File: config.mk
export PLATFORM = sky130hd
export DESIGN_NAME = save_frame_walker
export DESIGN_NICKNAME = d
export VERILOG_FILES = /design/src/rtl/sfw_pkg.sv /design/src/rtl/sfw_addr_calc.sv /design/src/rtl/sfw_page_check.sv /design/src/rtl/sfw_pa_list.sv /design/src/rtl/save_frame_walker.sv
export SDC_FILE = /design/constraint.sdc
export NUM_CORES = 1
export LEC_CHECK = 0
export ABC_AREA = 1
export BUFFER_PORTS_ARGS = -buffer_cell sky130_fd_sc_hd__buf_2
export CAP_MARGIN = 20
export CORE_ASPECT_RATIO = 1.4
export CORE_MARGIN = 2
export CORE_UTILIZATION = 35
export CTS_BUF_LIST = sky130_fd_sc_hd__clkbuf_4 sky130_fd_sc_hd__clkbuf_8
export CTS_CLUSTER_SIZE = 16
export DETAILED_ROUTE_END_ITERATION = 6
export PLACE_DENSITY = 0.6
export RECOVER_POWER = 50
export SETUP_SLACK_MARGIN = 0.05
export SYNTH_ARGS = -nofsm -noshare
export SYNTH_HDL_FRONTEND = slang
export SYNTH_SLANG_ARGS = --single-unit
File: constraint.sdc
create_clock -name clk -period 10.1 [get_ports clk]
set_input_delay 1.515 -clock clk [delete_from_list [all_inputs] [get_ports clk]]
set_output_delay 1.515 -clock clk [all_outputs]
set_load 0.005 [all_outputs]
File: src/rtl/sfw_pkg.sv
package sfw_pkg;

  typedef enum logic [1:0] {
    FLT_NONE = 2'd0,
    FLT_PAGE = 2'd1,
    FLT_GP   = 2'd2
  } fault_e;

  typedef enum logic [2:0] {
    ST_IDLE,
    ST_CALC,
    ST_REQ,
    ST_WAIT,
    ST_DONE
  } walk_state_e;

endpackage

File: src/rtl/sfw_addr_calc.sv
module sfw_addr_calc #(
  parameter int ADDR_W    = 32,
  parameter int FP_W      = 8,
  parameter int SLOT_W    = 8,
  parameter int XS_W      = 16,
  parameter int NP_W      = 5,
  parameter int GPR_BYTES = 184
) (
  input  logic [ADDR_W-1:0] area_off,
  input  logic [ADDR_W-1:0] region_base,
  input  logic [FP_W-1:0]   frame_pages,
  input  logic [SLOT_W-1:0] slot,
  input  logic [XS_W-1:0]   xstate_bytes,
  input  logic              compat32,
  input  logic [ADDR_W-1:0] seg_limit,
  output logic [ADDR_W-1:0] frame_addr,
  output logic [ADDR_W-1:0] gpr_addr,
  output logic [NP_W-1:0]   n_pages,
  output logic              gpr_over_limit
);
  localparam int SPAN_W = FP_W + SLOT_W;

  logic [SPAN_W-1:0] slot_span;
  logic [XS_W:0]     rounded;
  logic [ADDR_W:0]   gpr_last;

  // slot index times pages per frame gives the frame's page offset
  assign slot_span  = SPAN_W'(slot) * SPAN_W'(frame_pages);
  assign frame_addr = area_off + region_base + (ADDR_W'(slot_span) << 12);
  assign gpr_addr   = frame_addr + (ADDR_W'(frame_pages) << 12) - ADDR_W'(GPR_BYTES);

  // round the extended-state size up to whole pages
  assign rounded = {1'b0, xstate_bytes} + (XS_W+1)'(4095);
  assign n_pages = NP_W'(rounded >> 12);

  // last byte of the register area, carry kept so a wrap counts as outside
  assign gpr_last       = {1'b0, gpr_addr} + (ADDR_W+1)'(GPR_BYTES - 1);
  assign gpr_over_limit = compat32 && (gpr_last > {1'b0, seg_limit});
endmodule

File: src/rtl/sfw_page_check.sv
module sfw_page_check #(
  parameter int ADDR_W = 32,
  parameter int ID_W   = 8
) (
  input  logic [ADDR_W-1:0] probe_addr,
  input  logic [ID_W-1:0]   region_id,
  input  logic              in_prot,
  input  logic              pg_valid,
  input  logic              blocked,
  input  logic              pending,
  input  logic              modified,
  input  logic [ADDR_W-1:0] stored_addr,
  input  logic              regular,
  input  logic [ID_W-1:0]   pg_owner,
  input  logic              can_read,
  input  logic              can_write,
  output logic              page_ok
);
  logic [ADDR_W-1:0] addr_diff;
  logic              same_page;
  logic              state_ok;

  assign addr_diff = stored_addr ^ probe_addr;
  assign same_page = (addr_diff >> 12) == '0;
  assign state_ok  = pg_valid && !blocked && !pending && !modified;
  assign page_ok   = in_prot && state_ok && same_page && regular &&
                     (pg_owner == region_id) && can_read && can_write;
endmodule

File: src/rtl/sfw_pa_list.sv
module sfw_pa_list #(
  parameter int MAX_PAGES = 8,
  parameter int PA_W      = 32,
  parameter int CNT_W     = 4
) (
  input  logic                      clk,
  input  logic                      rst_n,
  input  logic                      clear,
  input  logic                      push,
  input  logic [PA_W-1:0]           push_pa,
  output logic [MAX_PAGES*PA_W-1:0] pa_flat,
  output logic [CNT_W-1:0]          count
);
  localparam logic [PA_W-1:0] PAGE_MASK = ~PA_W'(12'hFFF);

  logic [PA_W-1:0] page_only;
  assign page_only = push_pa & PAGE_MASK;

  for (genvar i = 0; i < MAX_PAGES; i++) begin : g_slot
    logic [PA_W-1:0] pa_q;
    always_ff @(posedge clk) begin
      if (!rst_n || clear)                      pa_q <= '0;
      else if (push && count == CNT_W'(i))      pa_q <= page_only;
    end
    assign pa_flat[i*PA_W +: PA_W] = pa_q;
  end

  always_ff @(posedge clk) begin
    if (!rst_n || clear)                                  count <= '0;
    else if (push && int'(count) < MAX_PAGES)             count <= count + 1'b1;
  end
endmodule

File: src/rtl/save_frame_walker.sv
module save_frame_walker
  import sfw_pkg::*;
#(
  parameter int ADDR_W    = 32,
  parameter int PA_W      = 32,
  parameter int FP_W      = 8,
  parameter int SLOT_W    = 8,
  parameter int XS_W      = 16,
  parameter int ID_W      = 8,
  parameter int MAX_PAGES = 8,
  parameter int GPR_BYTES = 184
) (
  input  logic                      clk,
  input  logic                      rst_n,
  input  logic                      start,
  output logic                      busy,
  input  logic [ADDR_W-1:0]         area_off,
  input  logic [ADDR_W-1:0]         region_base,
  input  logic [FP_W-1:0]           frame_pages,
  input  logic [SLOT_W-1:0]         slot_idx,
  input  logic [XS_W-1:0]           xstate_bytes,
  input  logic [ID_W-1:0]           owner_id,
  input  logic                      compat32,
  input  logic [ADDR_W-1:0]         seg_limit,
  output logic                      req_valid,
  input  logic                      req_ready,
  output logic [ADDR_W-1:0]         req_addr,
  input  logic                      rsp_valid,
  output logic                      rsp_ready,
  input  logic                      rsp_in_prot,
  input  logic                      rsp_pg_valid,
  input  logic                      rsp_blocked,
  input  logic                      rsp_pending,
  input  logic                      rsp_modified,
  input  logic [ADDR_W-1:0]         rsp_stored_addr,
  input  logic                      rsp_regular,
  input  logic [ID_W-1:0]           rsp_owner,
  input  logic                      rsp_read,
  input  logic                      rsp_write,
  input  logic [PA_W-1:0]           rsp_pa,
  output logic                      done,
  output logic [1:0]                fault,
  output logic [ADDR_W-1:0]         fault_addr,
  output logic [$clog2(MAX_PAGES+1)-1:0] page_count,
  output logic [MAX_PAGES*PA_W-1:0] page_pa_list,
  output logic [PA_W-1:0]           gpr_pa
);
  localparam int NP_W  = XS_W - 11;
  localparam int CNT_W = $clog2(MAX_PAGES + 1);
  localparam logic [ADDR_W-1:0] PAGE_STEP = ADDR_W'(4096);

  walk_state_e       st_q;
  fault_e            fault_q;
  logic [ADDR_W-1:0] off_q, base_q, lim_q, cur_q, faddr_q;
  logic [FP_W-1:0]   fp_q;
  logic [SLOT_W-1:0] slot_q;
  logic [XS_W-1:0]   xs_q;
  logic [ID_W-1:0]   own_q;
  logic              c32_q;
  logic [NP_W-1:0]   left_q;
  logic              on_gpr_q;
  logic [PA_W-1:0]   gpr_pa_q;

  logic [ADDR_W-1:0] frame_addr, gpr_addr;
  logic [NP_W-1:0]   n_pages;
  logic              over_limit, page_ok, too_many;
  logic              list_clear, list_push;

  sfw_addr_calc #(
    .ADDR_W(ADDR_W), .FP_W(FP_W), .SLOT_W(SLOT_W), .XS_W(XS_W),
    .NP_W(NP_W), .GPR_BYTES(GPR_BYTES)
  ) u_calc (
    .area_off(off_q), .region_base(base_q), .frame_pages(fp_q), .slot(slot_q),
    .xstate_bytes(xs_q), .compat32(c32_q), .seg_limit(lim_q),
    .frame_addr(frame_addr), .gpr_addr(gpr_addr), .n_pages(n_pages),
    .gpr_over_limit(over_limit)
  );

  sfw_page_check #(.ADDR_W(ADDR_W), .ID_W(ID_W)) u_check (
    .probe_addr(cur_q), .region_id(own_q), .in_prot(rsp_in_prot),
    .pg_valid(rsp_pg_valid), .blocked(rsp_blocked), .pending(rsp_pending),
    .modified(rsp_modified), .stored_addr(rsp_stored_addr), .regular(rsp_regular),
    .pg_owner(rsp_owner), .can_read(rsp_read), .can_write(rsp_write),
    .page_ok(page_ok)
  );

  assign too_many   = int'(n_pages) > MAX_PAGES;
  assign list_clear = (st_q == ST_IDLE) && start;
  assign list_push  = (st_q == ST_WAIT) && rsp_valid && page_ok && !on_gpr_q;

  sfw_pa_list #(.MAX_PAGES(MAX_PAGES), .PA_W(PA_W), .CNT_W(CNT_W)) u_list (
    .clk(clk), .rst_n(rst_n), .clear(list_clear), .push(list_push),
    .push_pa(rsp_pa), .pa_flat(page_pa_list), .count(page_count)
  );

  always_ff @(posedge clk) begin
    if (!rst_n) begin
      st_q     <= ST_IDLE;
      fault_q  <= FLT_NONE;
      faddr_q  <= '0;
      gpr_pa_q <= '0;
      off_q    <= '0;
      base_q   <= '0;
      lim_q    <= '0;
      cur_q    <= '0;
      fp_q     <= '0;
      slot_q   <= '0;
      xs_q     <= '0;
      own_q    <= '0;
      c32_q    <= 1'b0;
      left_q   <= '0;
      on_gpr_q <= 1'b0;
    end else begin
      unique case (st_q)
        ST_IDLE: if (start) begin
          off_q    <= area_off;
          base_q   <= region_base;
          fp_q     <= frame_pages;
          slot_q   <= slot_idx;
          xs_q     <= xstate_bytes;
          own_q    <= owner_id;
          c32_q    <= compat32;
          lim_q    <= seg_limit;
          fault_q  <= FLT_NONE;
          faddr_q  <= '0;
          gpr_pa_q <= '0;
          st_q     <= ST_CALC;
        end
        ST_CALC: begin
          if (too_many) begin
            fault_q <= FLT_GP;
            faddr_q <= frame_addr;
            st_q    <= ST_DONE;
          end else if (n_pages == '0) begin
            cur_q    <= gpr_addr;
            on_gpr_q <= 1'b1;
            st_q     <= ST_REQ;
          end else begin
            cur_q    <= frame_addr;
            left_q   <= n_pages;
            on_gpr_q <= 1'b0;
            st_q     <= ST_REQ;
          end
        end
        ST_REQ: if (req_ready) st_q <= ST_WAIT;
        ST_WAIT: if (rsp_valid) begin
          if (!page_ok) begin
            fault_q <= FLT_PAGE;
            faddr_q <= cur_q;
            st_q    <= ST_DONE;
          end else if (on_gpr_q) begin
            gpr_pa_q <= {rsp_pa[PA_W-1:12], cur_q[11:0]};
            if (over_limit) begin
              fault_q <= FLT_GP;
              faddr_q <= cur_q;
            end
            st_q <= ST_DONE;
          end else if (left_q == NP_W'(1)) begin
            cur_q    <= gpr_addr;
            on_gpr_q <= 1'b1;
            st_q     <= ST_REQ;
          end else begin
            cur_q  <= cur_q + PAGE_STEP;
            left_q <= left_q - 1'b1;
            st_q   <= ST_REQ;
          end
        end
        ST_DONE: st_q <= ST_IDLE;
        default: st_q <= ST_IDLE;
      endcase
    end
  end

  assign busy       = (st_q != ST_IDLE);
  assign req_valid  = (st_q == ST_REQ);
  assign req_addr   = cur_q;
  assign rsp_ready  = (st_q == ST_WAIT);
  assign done       = (st_q == ST_DONE);
  assign fault      = fault_q;
  assign fault_addr = faddr_q;
  assign gpr_pa     = gpr_pa_q;
endmodule

# After elaboration in Yosys (flattened, before gate mapping)
# Index checks and enable logic that the tools add are counted.
[word_totals]
ff_bits = 408
latch_bits = 0
ram_bits = 0
romBits = 0
input_bits = 222
elab_cells = 153
memories = 0
[classes]
add_sub_neg = 9
mul = 1
n_div = 0
magnitude_cmp = 3
eq_ne = 25
shift = 0
muxes = 46
bitwise_logic = 1
n_reduce_logical = 44
[ops]
columns = ["op", "count"]
rows = [
  ["$mux 32", 15],
  ["$pmux 32 s2", 2],
  ["$pmux 32 s3", 1],
  ["$add 32x8->33 const B", 1],
  ["$gt 33x32->1", 1],
  ["$add 32x13->32 const B", 1],
  ["$add 32x20->32", 1],
  ["$add 32x28->32", 1],
  ["$add 32x32->32", 1],
  ["$logic_not 32->1", 1],
  ["$sub 32x8->32 const B", 1],
  ["$xor 32x32->32", 1],
  ["$mux 5", 6],
  ["$logic_and 1x1->1", 23],
  ["$mux 3", 6],
  ["$add 16x12->17 const B", 1],
  ["$eq 4x3->1 const B", 4],
  ["$mul 8x8->16", 1],
  ["$ne 2x2->1 const B", 7],
  ["$mux 2", 6],
  ["$pmux 3 s4", 1],
  ["$pmux 5 s2", 1],
  ["$reduce_and 5->1", 2],
  ["$eq 4x2->1 const B", 2],
  ["27 further kinds", 42],
]

# Depth between registers and ports, before layout
[logic_depth]
ltp_word = 13
depth_mapped = 59
depth_no_buf = 57

# Modules after synthesis
# From an unflattened synthesis, not the netlist that was laid out.
[unflattened]
cells_unflattened = 4177
area_unflattened_um2 = 26765.7
[modules_own_cells]
columns = ["module", "n_inst", "cells_each", "area_per_inst_um2", "seq_area_each_um2"]
rows = [
  ["save_frame_walker", 1, 1515, 10329.9, 4884.7],
  ["sfw_addr_calc", 1, 1436, 8634.5, 0.0],
  ["sfw_pa_list", 1, 1072, 7206.9, 3283.1],
  ["sfw_page_check", 1, 154, 594.3, 0.0],
]

# Worst setup path after synthesis
# OpenSTA, ideal clock, no wires.
[synth_timing]
path_type = "register -> register"
from = "register fp_q[4]"
to = "register faddr_q[12], in the netlist fault_addr[12]"
setup_ns = 0.132
arrival_time_ns = 8.705
setup_slack_ns = 1.263
path_stages_with_launch = 54
period_less_slack_ns = 8.837
cell_sequence = "dfxtp_1 -> clkbuf_1 -> nand2_1 -> inv_1 -> fa_1 -> fa_1 -> inv_1 -> fa_1 -> fa_1 -> inv_1 -> ha_1 -> xor2_1 -> fa_1 -> ha_1 -> nand2_1 -> inv_1 -> a21oi_1 -> nand2_1 -> (+18 left out) -> nand3_1 -> nor4b_1 -> nand2_1 -> inv_1 -> nor2_1 -> o21ai_0 -> nand2_1 -> nand2_1 -> nand2_1 -> nand2_1 -> nand2_1 -> nand2_1 -> nand2_1 -> nand2_2 -> nand2_1 -> clkbuf_1 -> nand2_1 -> a21oi_1"
[synth_between]
elab_chain_cells = 9
[synth_rtl]
columns = ["item", "line_no", "rtl"]
rows = [
  ["start, declared", "save_frame_walker.sv:55", "logic [FP_W-1:0] fp_q;"],
  ["start signal, assigned", "save_frame_walker.sv:118", "fp_q <= frame_pages;"],
  ["$mul 8x8->16", "sfw_addr_calc.sv:28", "assign slot_span = SPAN_W'(slot) * SPAN_W'(frame_pages);"],
  ["$add 32x28->32", "sfw_addr_calc.sv:29", "assign frame_addr = area_off + region_base + (ADDR_W'(slot_span) << 12);"],
  ["$add 32x20->32 (*)", "sfw_addr_calc.sv:30", "assign gpr_addr = frame_addr + (ADDR_W'(frame_pages) << 12) - ADDR_W'(GPR_BYTES);"],
  ["$sub 32x8->32 (*)", "sfw_addr_calc.sv:30", ""],
  ["$add 32x8->33 (*)", "sfw_addr_calc.sv:37", "assign gpr_last = {1'b0, gpr_addr} + (ADDR_W+1)'(GPR_BYTES - 1);"],
  ["$gt 33x32->1 (*)", "sfw_addr_calc.sv:38", "assign gpr_over_limit = compat32 && (gpr_last > {1'b0, seg_limit});"],
  ["$logic_and 1x1->1 (*)", "sfw_addr_calc.sv:38", ""],
  ["$ne 3x3->1 (no source line) (*)", "--", ""],
  ["$reduce_and 6->1 (no source line) (*)", "--", ""],
  ["end signal, assigned", "save_frame_walker.sv:132", "faddr_q <= frame_addr;"],
  ["end signal, assigned", "save_frame_walker.sv:149", "faddr_q <= cur_q;"],
  ["end signal, assigned", "save_frame_walker.sv:155", "faddr_q <= cur_q;"],
  ["end, declared", "save_frame_walker.sv:54", "logic [ADDR_W-1:0] off_q, base_q, lim_q, cur_q, faddr_q;"],
]
# Mark *: on every way between the ends. The rest lies on a longest branch, timed or not.
# A chain may end at the register's enable or synchronous reset.

# Worst setup path after layout
[layout_timing]
from = "register slot_q[5]"
to = "register faddr_q[18], in the netlist fault_addr[18]"
[layout_between]
elab_chain_cells = 9
elab_cells_between_ends = 11
[layout_rtl]
columns = ["item", "line_no", "rtl"]
rows = [
  ["start, declared", "save_frame_walker.sv:56", "logic [SLOT_W-1:0] slot_q;"],
  ["start signal, assigned", "save_frame_walker.sv:119", "slot_q <= slot_idx;"],
  ["$mul 8x8->16 (*)", "sfw_addr_calc.sv:28", ""],
  ["$add 32x28->32 (*)", "sfw_addr_calc.sv:29", ""],
  ["$add 32x20->32", "sfw_addr_calc.sv:30", ""],
  ["$sub 32x8->32", "sfw_addr_calc.sv:30", ""],
  ["$add 32x8->33", "sfw_addr_calc.sv:37", ""],
  ["$gt 33x32->1", "sfw_addr_calc.sv:38", ""],
  ["$logic_and 1x1->1", "sfw_addr_calc.sv:38", ""],
  ["$ne 3x3->1 (no source line)", "--", ""],
  ["$reduce_and 6->1 (no source line)", "--", ""],
]
# Mark *: on every way between the ends. The rest lies on a longest branch, timed or not. The select of a mux whose other input is x is not followed.

==> results.py <==
metrics = {
    "synthesis": {
        "yosys-top-cells-count": "566 x nand2_1, 469 x inv_1, 408 x dfxtp_1, 346 x nor2_1, 305 x a21oi_1",
        "yosysMostFrequentCell": "nand2_1",
        "yosys.area.top_type": "dfxtp_1",
        "syn_inst": 3435,
        "async_flop_share_pct": 0,
        "ys.flop_type": "dfxtp_1",
        "yosysSeqAreaShare_pct": 32.77,
        "synth_edf_count": 0,
        "syn_avg_cell_area_um2": 7.256,
        "synth_top_area_share_pct": 32.77,
        "ys_ff_latch": 408,
        "netlist_area_um2": 24920,
        "ys_warn_count": 0,
        "synth.distinct_cells": 61,
        "synth.area.top_cells": "dfxtp_1 33%, nand2_1 8.5%, ha_1 7.9%, inv_1 7.1%, a21oi_1 6.1%",
    },
    "status": {
        "violations": "capacitance limit, slew limit",
        "outcome": "complete, but fails checks",
    },
    "cells_and_area": {
        "nets": 4430,
        "fill_cells": 7398,
        "area_delta_synth_final_pct": 24.37,
        "drive_gt1_share_pct": 18.50,
    },
    "worst_hold_path": {
        "hold_class": "reg2reg",
        "worstHoldStart": "u_list.g_slot[7].pa_q[15]$_SDFFE_PP0P_",
    },
    "critical_path": {
        "critPathKind": "reg2reg",
        "required_ns": 10.69,
        "cp-startpoint": "slot_q[5]$_SDFFE_PN0P_",
        "cp_max_fo": 14,
        "start_kind": "register",
        "worstPathArrival_ns": 10.06,
        "cpPeakStageDelay_ns": 0.54,
        "crit_path_top_delay_cell": "fa_1",
        "cpMostUsedCell": "nand2_1",
        "end_kind": "register",
        "r2r_start": "slot_q[5]$_SDFFE_PN0P_",
    },
    "clock_tree": {
        "clockBufferDepth": 3,
        "cts_tree": "built",
        "htree_levels": 3,
        "cts_buffers": 73,
        "clock_latency_ns": 0.69,
        "cts_hold_buffers": 0,
        "clk_pin_slew_worst_paths_ns": 0.06,
        "cts_sinks": 408,
        "root_buffer": "clkbuf_8",
    },
    "run": {
        "cap_violations": 2,
    },
    "pwr": {
        "power_leakage_nw": 14.27,
        "power_density_nw_per_um2": 335.4,
        "finalPower_mw": 10.40,
        "peakVddDrop_v": 0.0002362,
    },
    "sta": {
        "worst_slew_pin_slew_ns": 3.492,
        "fin_setup_tns_ns": 0,
        "finalSetupViolations": 0,
        "fin_skew_ns": 0.04231,
        "grt_setup_unrepaired": "false",
        "period_needed_ns": 9.464,
        "hold_viol": 0,
        "slew_viol_final": 138,
        "slew_headroom_pct": -132.8,
        "max_freq_ghz": 0.1057,
        "fin_crit_sh_pct": 93.71,
    },
    "floorplan": {
        "die_h_um": 319.7,
        "row_count": 115,
        "die_w_um": 229.5,
        "coreArea_um2": 70360,
        "start_util_pct": 35.42,
        "ios": 584,
        "dieArea_um2": 73390,
    },
    "placed_design": {
        "io_buffer_count": 463,
        "dp_hpwl_um": 76450,
        "gp_congestion": 0.9485,
    },
    "global_route": {
        "grt_usage_pct": 25.00,
        "grt_max_degree": 108,
        "grt.busiest_layer": "met2",
        "grt_pass1_wl_um": 139700,
        "grt_pass1_vias": 23170,
        "grt_use_met3_pct": 5.082,
        "antenna_found_initial": 10,
        "met1_usage_pct": 27.36,
        "grt_overflow": 0,
        "use_met2_pct": 45.55,
    },
    "detailed_routing": {
        "drc": 0,
        "drt_wl_total_um": 95890,
        "antenna_left": 0,
        "first_iter_violations": 1282,
        "vias": 24500,
        "wire_per_inst_um": 19.18,
        "dr.pass1.iters": 5,
        "vias_per_cell": 4.900,
    },
}
-- cell families (layout without fill, tap and decap cells) --
kind of cell	Yosys count	in the layout	share of synthesized area, %
simple gates	1263	1263	21.78
buf+inv	741	1266	12.76
compound gates	714	714	16.95
flops	408	408	32.77
fa+ha+maj	210	210	12.14
xor+xnor	98	98	3.594
other cells	1	105	0.01505
-- placed cells by master (no fill, tap or decap), drive strengths merged, types with 4 or more instances in the layout --
master,synthesis,layout
a31oi,14,14
or2,11,11
fa,53,53
o21ai,138,138
dfxtp,408,408
clkbuf,158,309
nand2,590,590
nor3,29,29
a211oi,169,169
o21bai,4,4
nor2,353,353
nor4,15,15
a22oi,24,24
ha,157,157
inv,475,480
o221ai,5,5
nand3,214,214
bufinv,0,8
xnor2,33,33
o211ai,8,8
nand4,29,29
xor2,65,65
diode,0,9
nor3b,4,4
conb,1,96
buf,106,456
a21oi,306,306
a21o,5,5
clkinv,2,10
o22ai,24,24
and3,4,4
nand3b,10,10
o21a,4,4
-- critical path, delay by kind of cell, from the launching register on --
| family | cells | cell delay [ns] |
|---|---|---|
| flops | 1 | 0.43 |
| fa+ha+maj | 9 | 3.76 |
| xor+xnor | 2 | 0.50 |
| simple gates | 25 | 2.43 |
| buf+inv | 12 | 1.15 |
| compound gates | 7 | 1.05 |
-- power breakdown --
group | internal [mW] | leakage (nW) | switching [mW]
clock | 1.08 | 0.901 | 0.757
combinational | 2.64 | 10.0 | 4.00
sequential | 1.78 | 3.32 | 0.147
total | 5.50 | 14.3 | 4.90
-- metal layers --
metal,routed length [um],vias up
met5,55,-
met3,5791,196
met1,37080,11250
met2,47880,758
li1,-,12280
met4,5079,8
-- through the flow --
| stage | std cells | setup slack, ns | area [um2] | util (%) | hold WS [ns] |
|---|---|---|---|---|---|
| after floorplan | 3530 | 1.263 | 25280 | - | 0.4353 |
| after CTS | 4981 | 0.06951 | 30600 | 43.48 | 0.4554 |
| after global placement | 4849 | 0.001617 | 28840 | 40.99 | 0.4402 |
| final | 5000 | 0.6356 | 31000 | 44.06 | 0.4562 |
| after global routing | 4997 | 0.03572 | 30990 | 44.05 | 0.4701 |
| after detailed placement | 4849 | 0.02332 | 28840 | 40.99 | 0.4420 |
-- final timing paths --
kind	end	slack (ns)	cells after the start
worst min register to register	u_list.g_slot[7].pa_q[15]$_SDFFE_PP0P_	0.46	2
worst min-delay path	u_list.g_slot[7].pa_q[15]$_SDFFE_PP0P_	0.46	2
worst max-delay path	fault_addr[18]$_SDFFE_PN0P_	0.64	55
worst max register to register	fault_addr[18]$_SDFFE_PN0P_	0.64	55
-- registers in the layout (all words and copies together), names as in the netlist, 8 cells and up --
signal,count
u_list.g_slot.pa_q,160
base_q,32
fault_addr,32
gpr_pa,32
lim_q,32
off_q,32
req_addr,32
xs_q,16
fp_q,8
own_q,8
slot_q,8
-- repair_timing --
item	in CTS	in global routing
endpoints found under the hold margin	0	0
endpoints found under the setup margin	32	34
gates resized for setup	5	107
cloned	0	3
setup buffers	0	6
pin swaps	0	21
-- cell type report --
class / count / area, um2 / share of cell area, %
multi-input cells: 2381 / 14480 / 46.71
flip-flops and latches: 408 / 8180 / 26.39
clock inverters: 24 / 380.4 / 1.227
diodes: 9 / 22.52 / 0.07265
inverters: 477 / 1793 / 5.784
clock buffers: 108 / 1355 / 4.371
well taps: 936 / 1171 / 3.778
repair buffers: 657 / 3617 / 11.67
No activity file was read; power rests on OpenSTA's default activity.
